<file path="config.mk">
export PLATFORM = sky130hd
export DESIGN_NAME = scl_rategen
export DESIGN_NICKNAME = d
export VERILOG_FILES = /design/src/rtl/scl_rg_pkg.sv /design/src/rtl/scl_rg_regs.sv /design/src/rtl/scl_rg_prescale.sv /design/src/rtl/scl_rg_timing.sv /design/src/rtl/scl_rg_phase.sv /design/src/rtl/scl_rategen.sv
export SDC_FILE = /design/constraint.sdc
export NUM_CORES = 1
export LEC_CHECK = 0
export CORE_UTILIZATION = 32
export DETAILED_ROUTE_END_ITERATION = 10
export PLACE_DENSITY = 0.67
export SYNTH_ARGS = -nofsm -noshare
export SYNTH_HDL_FRONTEND = slang
export SYNTH_HIERARCHICAL = 1
export SYNTH_SLANG_ARGS = --single-unit
</file>
<file path="constraint.sdc">
create_clock -name clk -period 2.4 [get_ports clk]
set_input_delay 0.6 -clock clk [delete_from_list [all_inputs] [get_ports clk]]
set_output_delay 0.6 -clock clk [all_outputs]
set_load 0.1 [all_outputs]
</file>
<file path="src/rtl/scl_rg_pkg.sv">
// Shared types and constant helpers for the SCL rate generator.
// Assumes tick counts are small positive integers.
package scl_rg_pkg;

    typedef enum logic [1:0] {
        PH_IDLE = 2'd0,
        PH_LOW  = 2'd1,
        PH_HIGH = 2'd2
    } phase_e;

    typedef struct packed {
        logic [1:0] clk_sel;
        logic       stretch;
        logic [1:0] slow;
        logic [1:0] speed;
        logic       enable;
    } mode_t;

    // Scale n by (10+k)/10, rounded up.
    function automatic int scale_up(input int n, input int k);
        return (n * (10 + k) + 9) / 10;
    endfunction

    // Pick one of three values by index.
    function automatic int pick3(input int idx, input int a, input int b, input int c);
        return (idx == 0) ? a : ((idx == 1) ? b : c);
    endfunction

    function automatic int max3(input int a, input int b, input int c);
        int m;
        m = (a > b) ? a : b;
        return (m > c) ? m : c;
    endfunction

endpackage

</file>
<file path="src/rtl/scl_rg_regs.sv">
// Mode register with byte-lane writes.
// Assumes reserved bits are never stored; they read back as zero.
module scl_rg_regs
    import scl_rg_pkg::*;
(
    input  logic        clk,
    input  logic        rst_n,
    input  logic        wr,
    input  logic [1:0]  be,
    input  logic [15:0] wdata,
    output mode_t       mode,
    output logic [15:0] rdata
);

    // Store the writable fields, lane by lane.
    always_ff @(posedge clk) begin
        if (!rst_n) begin
            mode.clk_sel <= 2'b10;
            mode.stretch <= 1'b0;
            mode.slow    <= 2'b00;
            mode.speed   <= 2'b00;
            mode.enable  <= 1'b0;
        end else if (wr) begin
            if (be[1]) begin
                mode.clk_sel <= wdata[9:8];
            end
            if (be[0]) begin
                mode.stretch <= wdata[5];
                mode.slow    <= wdata[4:3];
                mode.speed   <= wdata[2:1];
                mode.enable  <= wdata[0];
            end
        end
    end

    // Compose the read value with reserved bits forced low.
    always_comb begin
        rdata      = '0;
        rdata[9:8] = mode.clk_sel;
        rdata[5]   = mode.stretch;
        rdata[4:3] = mode.slow;
        rdata[2:1] = mode.speed;
        rdata[0]   = mode.enable;
    end

endmodule

</file>
<file path="src/rtl/scl_rg_prescale.sv">
// Operating-clock prescaler: emits a one-clock tick every 1, 2 or 4 clocks.
// Assumes select 11 behaves like 10 (divide by four).
module scl_rg_prescale #(
    parameter int MAX_DIV = 4
) (
    input  logic       clk,
    input  logic       rst_n,
    input  logic       en,
    input  logic [1:0] clk_sel,
    output logic       tick
);

    localparam int PW = (MAX_DIV > 1) ? $clog2(MAX_DIV) : 1;

    logic [PW-1:0] pcnt;
    logic [PW-1:0] limit;

    // Terminal count for the selected ratio.
    always_comb begin
        case (clk_sel)
            2'b00:   limit = PW'(0);
            2'b01:   limit = PW'(1);
            default: limit = PW'(MAX_DIV - 1);
        endcase
    end

    assign tick = (pcnt >= limit);

    // Free-running divide counter, cleared while disabled.
    always_ff @(posedge clk) begin
        if (!rst_n || !en) begin
            pcnt <= '0;
        end else if (tick) begin
            pcnt <= '0;
        end else begin
            pcnt <= pcnt + PW'(1);
        end
    end

endmodule

</file>
<file path="src/rtl/scl_rg_timing.sv">
// Half-period count lookup: all speed-class and slowdown combinations are
// computed at elaboration and selected by the mode fields.
// Assumes every base count is at least 1.
module scl_rg_timing
    import scl_rg_pkg::*;
#(
    parameter int CNT_W  = 8,
    parameter int STD_LO = 88,
    parameter int STD_HI = 72,
    parameter int FST_LO = 22,
    parameter int FST_HI = 18,
    parameter int FPL_LO = 9,
    parameter int FPL_HI = 7
) (
    input  logic [1:0]       speed,
    input  logic [1:0]       slow,
    input  logic             slow_src,
    output logic [CNT_W-1:0] lo_cnt,
    output logic [CNT_W-1:0] hi_cnt
);

    localparam int N_CLASS = 3;
    localparam int N_SLOW  = 4;

    logic [CNT_W-1:0] lo_tab [N_CLASS][N_SLOW];
    logic [CNT_W-1:0] hi_tab [N_CLASS][N_SLOW];
    logic [1:0]       cls;
    logic [1:0]       eff_slow;

    // Build the constant tables.
    for (genvar c = 0; c < N_CLASS; c++) begin : g_class
        for (genvar k = 0; k < N_SLOW; k++) begin : g_slow
            localparam int LO = scale_up(pick3(c, STD_LO, FST_LO, FPL_LO), k);
            localparam int HI = scale_up(pick3(c, STD_HI, FST_HI, FPL_HI), k);
            assign lo_tab[c][k] = CNT_W'(LO);
            assign hi_tab[c][k] = CNT_W'(HI);
        end
    end

    // Map speed field to a class index; 10 and 11 share the top class.
    always_comb begin
        case (speed)
            2'b00:   cls = 2'd0;
            2'b01:   cls = 2'd1;
            default: cls = 2'd2;
        endcase
    end

    // Slowdown is forced off on a low-speed clock source.
    assign eff_slow = slow_src ? 2'b00 : slow;

    // Select the active pair.
    always_comb begin
        lo_cnt = lo_tab[cls][eff_slow];
        hi_cnt = hi_tab[cls][eff_slow];
    end

endmodule

</file>
<file path="src/rtl/scl_rg_phase.sv">
// SCL phase engine: times low and high half-periods in operating ticks,
// drives the open-drain enable, emits edge strobes and, when stretching is
// on, holds the high count until the synchronized line reads high.
// Assumes counts of at least 1 and that state changes only on a tick.
module scl_rg_phase
    import scl_rg_pkg::*;
#(
    parameter int CNT_W = 8
) (
    input  logic             clk,
    input  logic             rst_n,
    input  logic             en,
    input  logic             tick,
    input  logic             run,
    input  logic             stretch,
    input  logic             scl_in,
    input  logic [CNT_W-1:0] lo_cnt,
    input  logic [CNT_W-1:0] hi_cnt,
    output logic             drive_low,
    output logic             fall_stb,
    output logic             rise_stb
);

    phase_e           state;
    logic [CNT_W-1:0] cnt;
    logic             sync1;
    logic             sync2;
    logic             high_ok;

    // Two-stage synchronizer for the sampled SCL line (idle high).
    always_ff @(posedge clk) begin
        if (!rst_n) begin
            sync1 <= 1'b1;
            sync2 <= 1'b1;
        end else begin
            sync1 <= scl_in;
            sync2 <= sync1;
        end
    end

    // High-phase counting is allowed when not stretching or line seen high.
    assign high_ok = !stretch || sync2;

    // Phase sequencing, counter and strobes.
    always_ff @(posedge clk) begin
        if (!rst_n || !en) begin
            state     <= PH_IDLE;
            cnt       <= '0;
            drive_low <= 1'b0;
            fall_stb  <= 1'b0;
            rise_stb  <= 1'b0;
        end else begin
            fall_stb <= 1'b0;
            rise_stb <= 1'b0;
            case (state)
                PH_IDLE: begin
                    if (tick && run) begin
                        state     <= PH_LOW;
                        drive_low <= 1'b1;
                        fall_stb  <= 1'b1;
                        cnt       <= lo_cnt - CNT_W'(1);
                    end
                end
                PH_LOW: begin
                    if (tick) begin
                        if (cnt == '0) begin
                            state     <= PH_HIGH;
                            drive_low <= 1'b0;
                            rise_stb  <= 1'b1;
                            cnt       <= hi_cnt - CNT_W'(1);
                        end else begin
                            cnt <= cnt - CNT_W'(1);
                        end
                    end
                end
                PH_HIGH: begin
                    if (tick && high_ok) begin
                        if (cnt != '0) begin
                            cnt <= cnt - CNT_W'(1);
                        end else if (run) begin
                            state     <= PH_LOW;
                            drive_low <= 1'b1;
                            fall_stb  <= 1'b1;
                            cnt       <= lo_cnt - CNT_W'(1);
                        end else begin
                            state <= PH_IDLE;
                        end
                    end
                end
                default: begin
                    state     <= PH_IDLE;
                    drive_low <= 1'b0;
                end
            endcase
        end
    end

endmodule

</file>
<file path="src/rtl/scl_rategen.sv">
// Top of the SCL rate generator: mode register, prescaler, count lookup
// and phase engine. Assumes the sequencer holds run high while it wants
// clocks and that scl_in reflects the wired-AND bus level.
module scl_rategen
    import scl_rg_pkg::*;
#(
    parameter int STD_LO = 88,
    parameter int STD_HI = 72,
    parameter int FST_LO = 22,
    parameter int FST_HI = 18,
    parameter int FPL_LO = 9,
    parameter int FPL_HI = 7,
    parameter int MAX_DIV = 4
) (
    input  logic        clk,
    input  logic        rst_n,
    input  logic        reg_wr,
    input  logic [1:0]  reg_be,
    input  logic [15:0] reg_wdata,
    output logic [15:0] reg_rdata,
    input  logic        slow_src,
    input  logic        run,
    input  logic        scl_in,
    output logic        scl_drive_low,
    output logic        fall_stb,
    output logic        rise_stb
);

    localparam int MAX_BASE = max3(max3(STD_LO, STD_HI, FST_LO),
                                   max3(FST_HI, FPL_LO, FPL_HI), 1);
    localparam int CNT_W    = $clog2(scale_up(MAX_BASE, 3) + 1);

    mode_t            mode;
    logic             tick;
    logic [CNT_W-1:0] lo_cnt;
    logic [CNT_W-1:0] hi_cnt;

    scl_rg_regs u_regs (
        .clk   (clk),
        .rst_n (rst_n),
        .wr    (reg_wr),
        .be    (reg_be),
        .wdata (reg_wdata),
        .mode  (mode),
        .rdata (reg_rdata)
    );

    scl_rg_prescale #(.MAX_DIV(MAX_DIV)) u_pre (
        .clk     (clk),
        .rst_n   (rst_n),
        .en      (mode.enable),
        .clk_sel (mode.clk_sel),
        .tick    (tick)
    );

    scl_rg_timing #(
        .CNT_W (CNT_W),
        .STD_LO(STD_LO), .STD_HI(STD_HI),
        .FST_LO(FST_LO), .FST_HI(FST_HI),
        .FPL_LO(FPL_LO), .FPL_HI(FPL_HI)
    ) u_tim (
        .speed    (mode.speed),
        .slow     (mode.slow),
        .slow_src (slow_src),
        .lo_cnt   (lo_cnt),
        .hi_cnt   (hi_cnt)
    );

    scl_rg_phase #(.CNT_W(CNT_W)) u_ph (
        .clk       (clk),
        .rst_n     (rst_n),
        .en        (mode.enable),
        .tick      (tick),
        .run       (run),
        .stretch   (mode.stretch),
        .scl_in    (scl_in),
        .lo_cnt    (lo_cnt),
        .hi_cnt    (hi_cnt),
        .drive_low (scl_drive_low),
        .fall_stb  (fall_stb),
        .rise_stb  (rise_stb)
    );

endmodule

</file>
==> results.yml <==
outcome:
  status: "finished clean"
clock_network:
  clockBufferDepth: 2
  cts_buffers: 3
  clkSinkCount: 24
  cts_tree: "done"
  clock_latency_ns: 0.28
  cts_root_buf: "clkbuf_8"
  cts-htree-levels: 1
  cts.reportedPaths.clkPinSlew_ns: 0.10
logic_synthesis:
  synthMostInstantiatedCell: "dfxtp_1"
  ys_ff_latch: 24
  synthArstFlopShare: 0
  synth_cells: 265
  ys_top_cells_by_count: "dfxtp_1 (24), a21oi_1 (21), nand2_1 (21)"
  yosysUniqueCellTypes: 56
  avgSynthCellArea_um2: 7.95
  synth_area_um2: 2110
  yosysWarnings: 6
  yosysSeqAreaShare: 0.228
  synth_edf_count: 0
  synth.top_cell.area_share: 0.228
  yosys.area.top_type: "dfxtp_1"
  synth_top_cells_by_area: "dfxtp_1 (23%), buf_4 (7.1%), ha_1 (5.9%)"
  ys.flop_type: "dfxtp_1"
detailed_routing:
  vias: 2081
  drt_pass1_iterations: 6
  detail_route.drc_violations: 0
  drt_iter0_drc: 150
  detail_route.wirelength_mm: 5.41
  wl_per_cell_um: 14.0
  ant_nets: 0
  via_per_inst: 5.36
layout:
  fin_util: 0.441
  drive_above_1_share: 0.315
  diodes: 0
  synthToLayoutAreaGrowth_pct: 33.0
  final_nets: 346
pwr:
  switching_share: 0.338
  p_int_mw: 0.794
  combPwrFrac: 0.343
  p_switching_mw: 0.406
  seqPwrFrac: 0.346
  powerDensity_nw_per_um2: 428
  p_clk_frac: 0.312
  power.leakage_nw: 1.09
  irDropWorstVdd_mv: 0.247
  total_power_mw: 1.20
global_routing:
  grt_max_degree: 19
  track_usage: 0.151
  grt_pass1_vias: 1921
  grt_pass1_wl_mm: 8.81
  grt-ovfl-total: 0
  antenna_found_initial: 0
timing:
  post-route-min-period_ns: 2.37
  rsz0062_at_grt: "true"
  finalSetupViolCount: 0
  worst_slack_ns: 0.0340
  hold_viol_final: 0
  slew_viol_final: 0
  timing.fmax_mhz: 423
  timing.final.crit_share: 0.986
  skew_ns: 0.00837
worst_setup_path:
  critPathArrivalTime_ns: 2.59
  reg2reg_to: "u_ph/cnt[5]"
  crit_fanout: 5
  r2r_cells: 8
  startpoint: "slow_src"
  endpoint_kind: "register"
  cp-start-kind: "input pin"
  cp.required_ns: 2.62
  r2r-start: "u_regs/mode[2]"
  timing_worst_setup_path_type: "input pin to register"
  rrSetupSlack_ns: 0.05
floorplanning:
  pin_count: 43
  die_h_um: 83.1
  die_area_um2: 6910
  start_util: 0.332
  fp-row-count: 29
  die_w_um: 83.1
  core_um2: 6350
placed_design:
  port-buffer-count: 26
  hpwl_mm: 3.93
  dp_slack_ns: -0.636
  place_congestion: 0.854
hold_path:
  holdPathStages: 1
  hold_path.class: "register to register"
  holdPathEnd: "u_ph/sync2"
  hp-start: "u_ph/sync1"
job:
  drv_cap: 0
==> metal layers <==
metal	global-route usage	wire [um]	vias to the layer above
met3	0.0199	247	9
met5	0	0	-
met2	0.258	2690	64
li1	-	-	1036
met1	0.196	2390	972
met4	0.0517	88	0
==> what timing repair did <==
item,CTS,global route
pin swaps,5,9
buffers inserted,2,6
resized for setup,10,31
hold buffers,0,0
endpoints found under the setup margin,5,4
==> placed cells by master, fill, tap and decap left out, types with 3 or more instances in the layout <==
cell	netlist	final
a211oi_1	4	3
a21o_1	4	4
a21oi_1	21	18
a21oi_2	0	3
a31oi_1	4	4
buf_12	0	3
buf_4	20	42
buf_6	4	6
clkbuf_8	0	3
clkdlybuf4s50_1	0	14
conb_1	2	9
dfxtp_1	24	20
dfxtp_4	0	3
ha_1	10	10
inv_1	15	15
nand2_1	21	20
nand2b_1	9	6
nand2b_4	0	3
nand3_1	3	3
nand4_1	8	8
nor2_1	11	11
nor3_1	9	9
nor3b_1	5	3
o211ai_1	3	3
o21ai_0	10	9
o21ai_2	8	8
o221ai_1	4	4
or2_2	3	3
xnor2_1	8	8
xor2_1	4	4
==> power by group through the flow <==
stage / combinational, mW / sequential (mW) / clock, mW
floorplan: 0.275 / 0.423 / 0
global placement: 0.363 / 0.426 / 0
detailed placement: 0.368 / 0.426 / 0
CTS: 0.375 / 0.416 / 0.383
global route: 0.440 / 0.417 / 0.396
finish: 0.411 / 0.415 / 0.374
==> per-stage QoR <==
| step | area [um2] | setup TNS (ns) | hold slack [ns] | instances |
|---|---|---|---|---|
| floorplan | 2150 | -0.0200 | 0.386 | 272 |
| global placement | 2530 | -2.65 | 0.392 | 376 |
| detailed placement | 2530 | -2.85 | 0.399 | 376 |
| CTS | 2630 | 0 | 0.422 | 382 |
| global route | 2800 | -0.0783 | 0.441 | 388 |
| finish | 2800 | 0 | 0.417 | 388 |
==> critical path, cell delays in order <==
cell      delay [ns]
buf_4           0.14
buf_6           0.13
a311oi_4        0.30
a21oi_2         0.07
or4_4           0.52
or3_1           0.35
a31oi_1         0.17
o221ai_1        0.15
a21oi_1         0.14
==> state kept, by name, summed over array words and instances, names as in the netlist <==
signal and flops:
u_pre/pcnt 2, u_ph/sync1 1, u_ph/rise_stb 1, u_ph/cnt 7, u_ph/drive_low 1, u_ph/fall_stb 1, u_regs/mode 8, u_ph/sync2 1
u_ph/state 2
==> layout make-up <==
class                      count  area (um2)
clock buffer                   3        41.3
clock inverter                 1        30.0
fill                         608        3550
inverter                      15        56.3
multi-input combinational    203        1500
sequential                    24         493
tap                           77        96.3
timing repair buffer          65         583
==> worst max path at each step <==
stage                  end  slack [ns]  cells past startpoint
4_1_cts        u_ph/cnt[5]       0.006                      9
5_1_grt        u_ph/cnt[5]       -0.05                     10
6_report       u_ph/cnt[5]        0.03                      9
3_3_place_gp   u_ph/cnt[5]       -0.59                      9
2_1_floorplan  u_ph/cnt[5]       -0.02                      8
3_5_place_dp   u_ph/cnt[5]       -0.64                      9
==> kinds of logic (layout without fill, tap and decap cells) <==
group                      after synthesis  in the layout  synth area share
AOI/OAI and AO/OA                       86             86             0.300
other                                    2              9           0.00356
DFF                                     24             24             0.228
and+or+nand+nor                         86             86             0.227
xor gates and xnor gates                12             12            0.0499
adders and majority gates               10             10            0.0594
buffers and inverters                   45             84             0.132
Power figures use the tool's default switching activity.
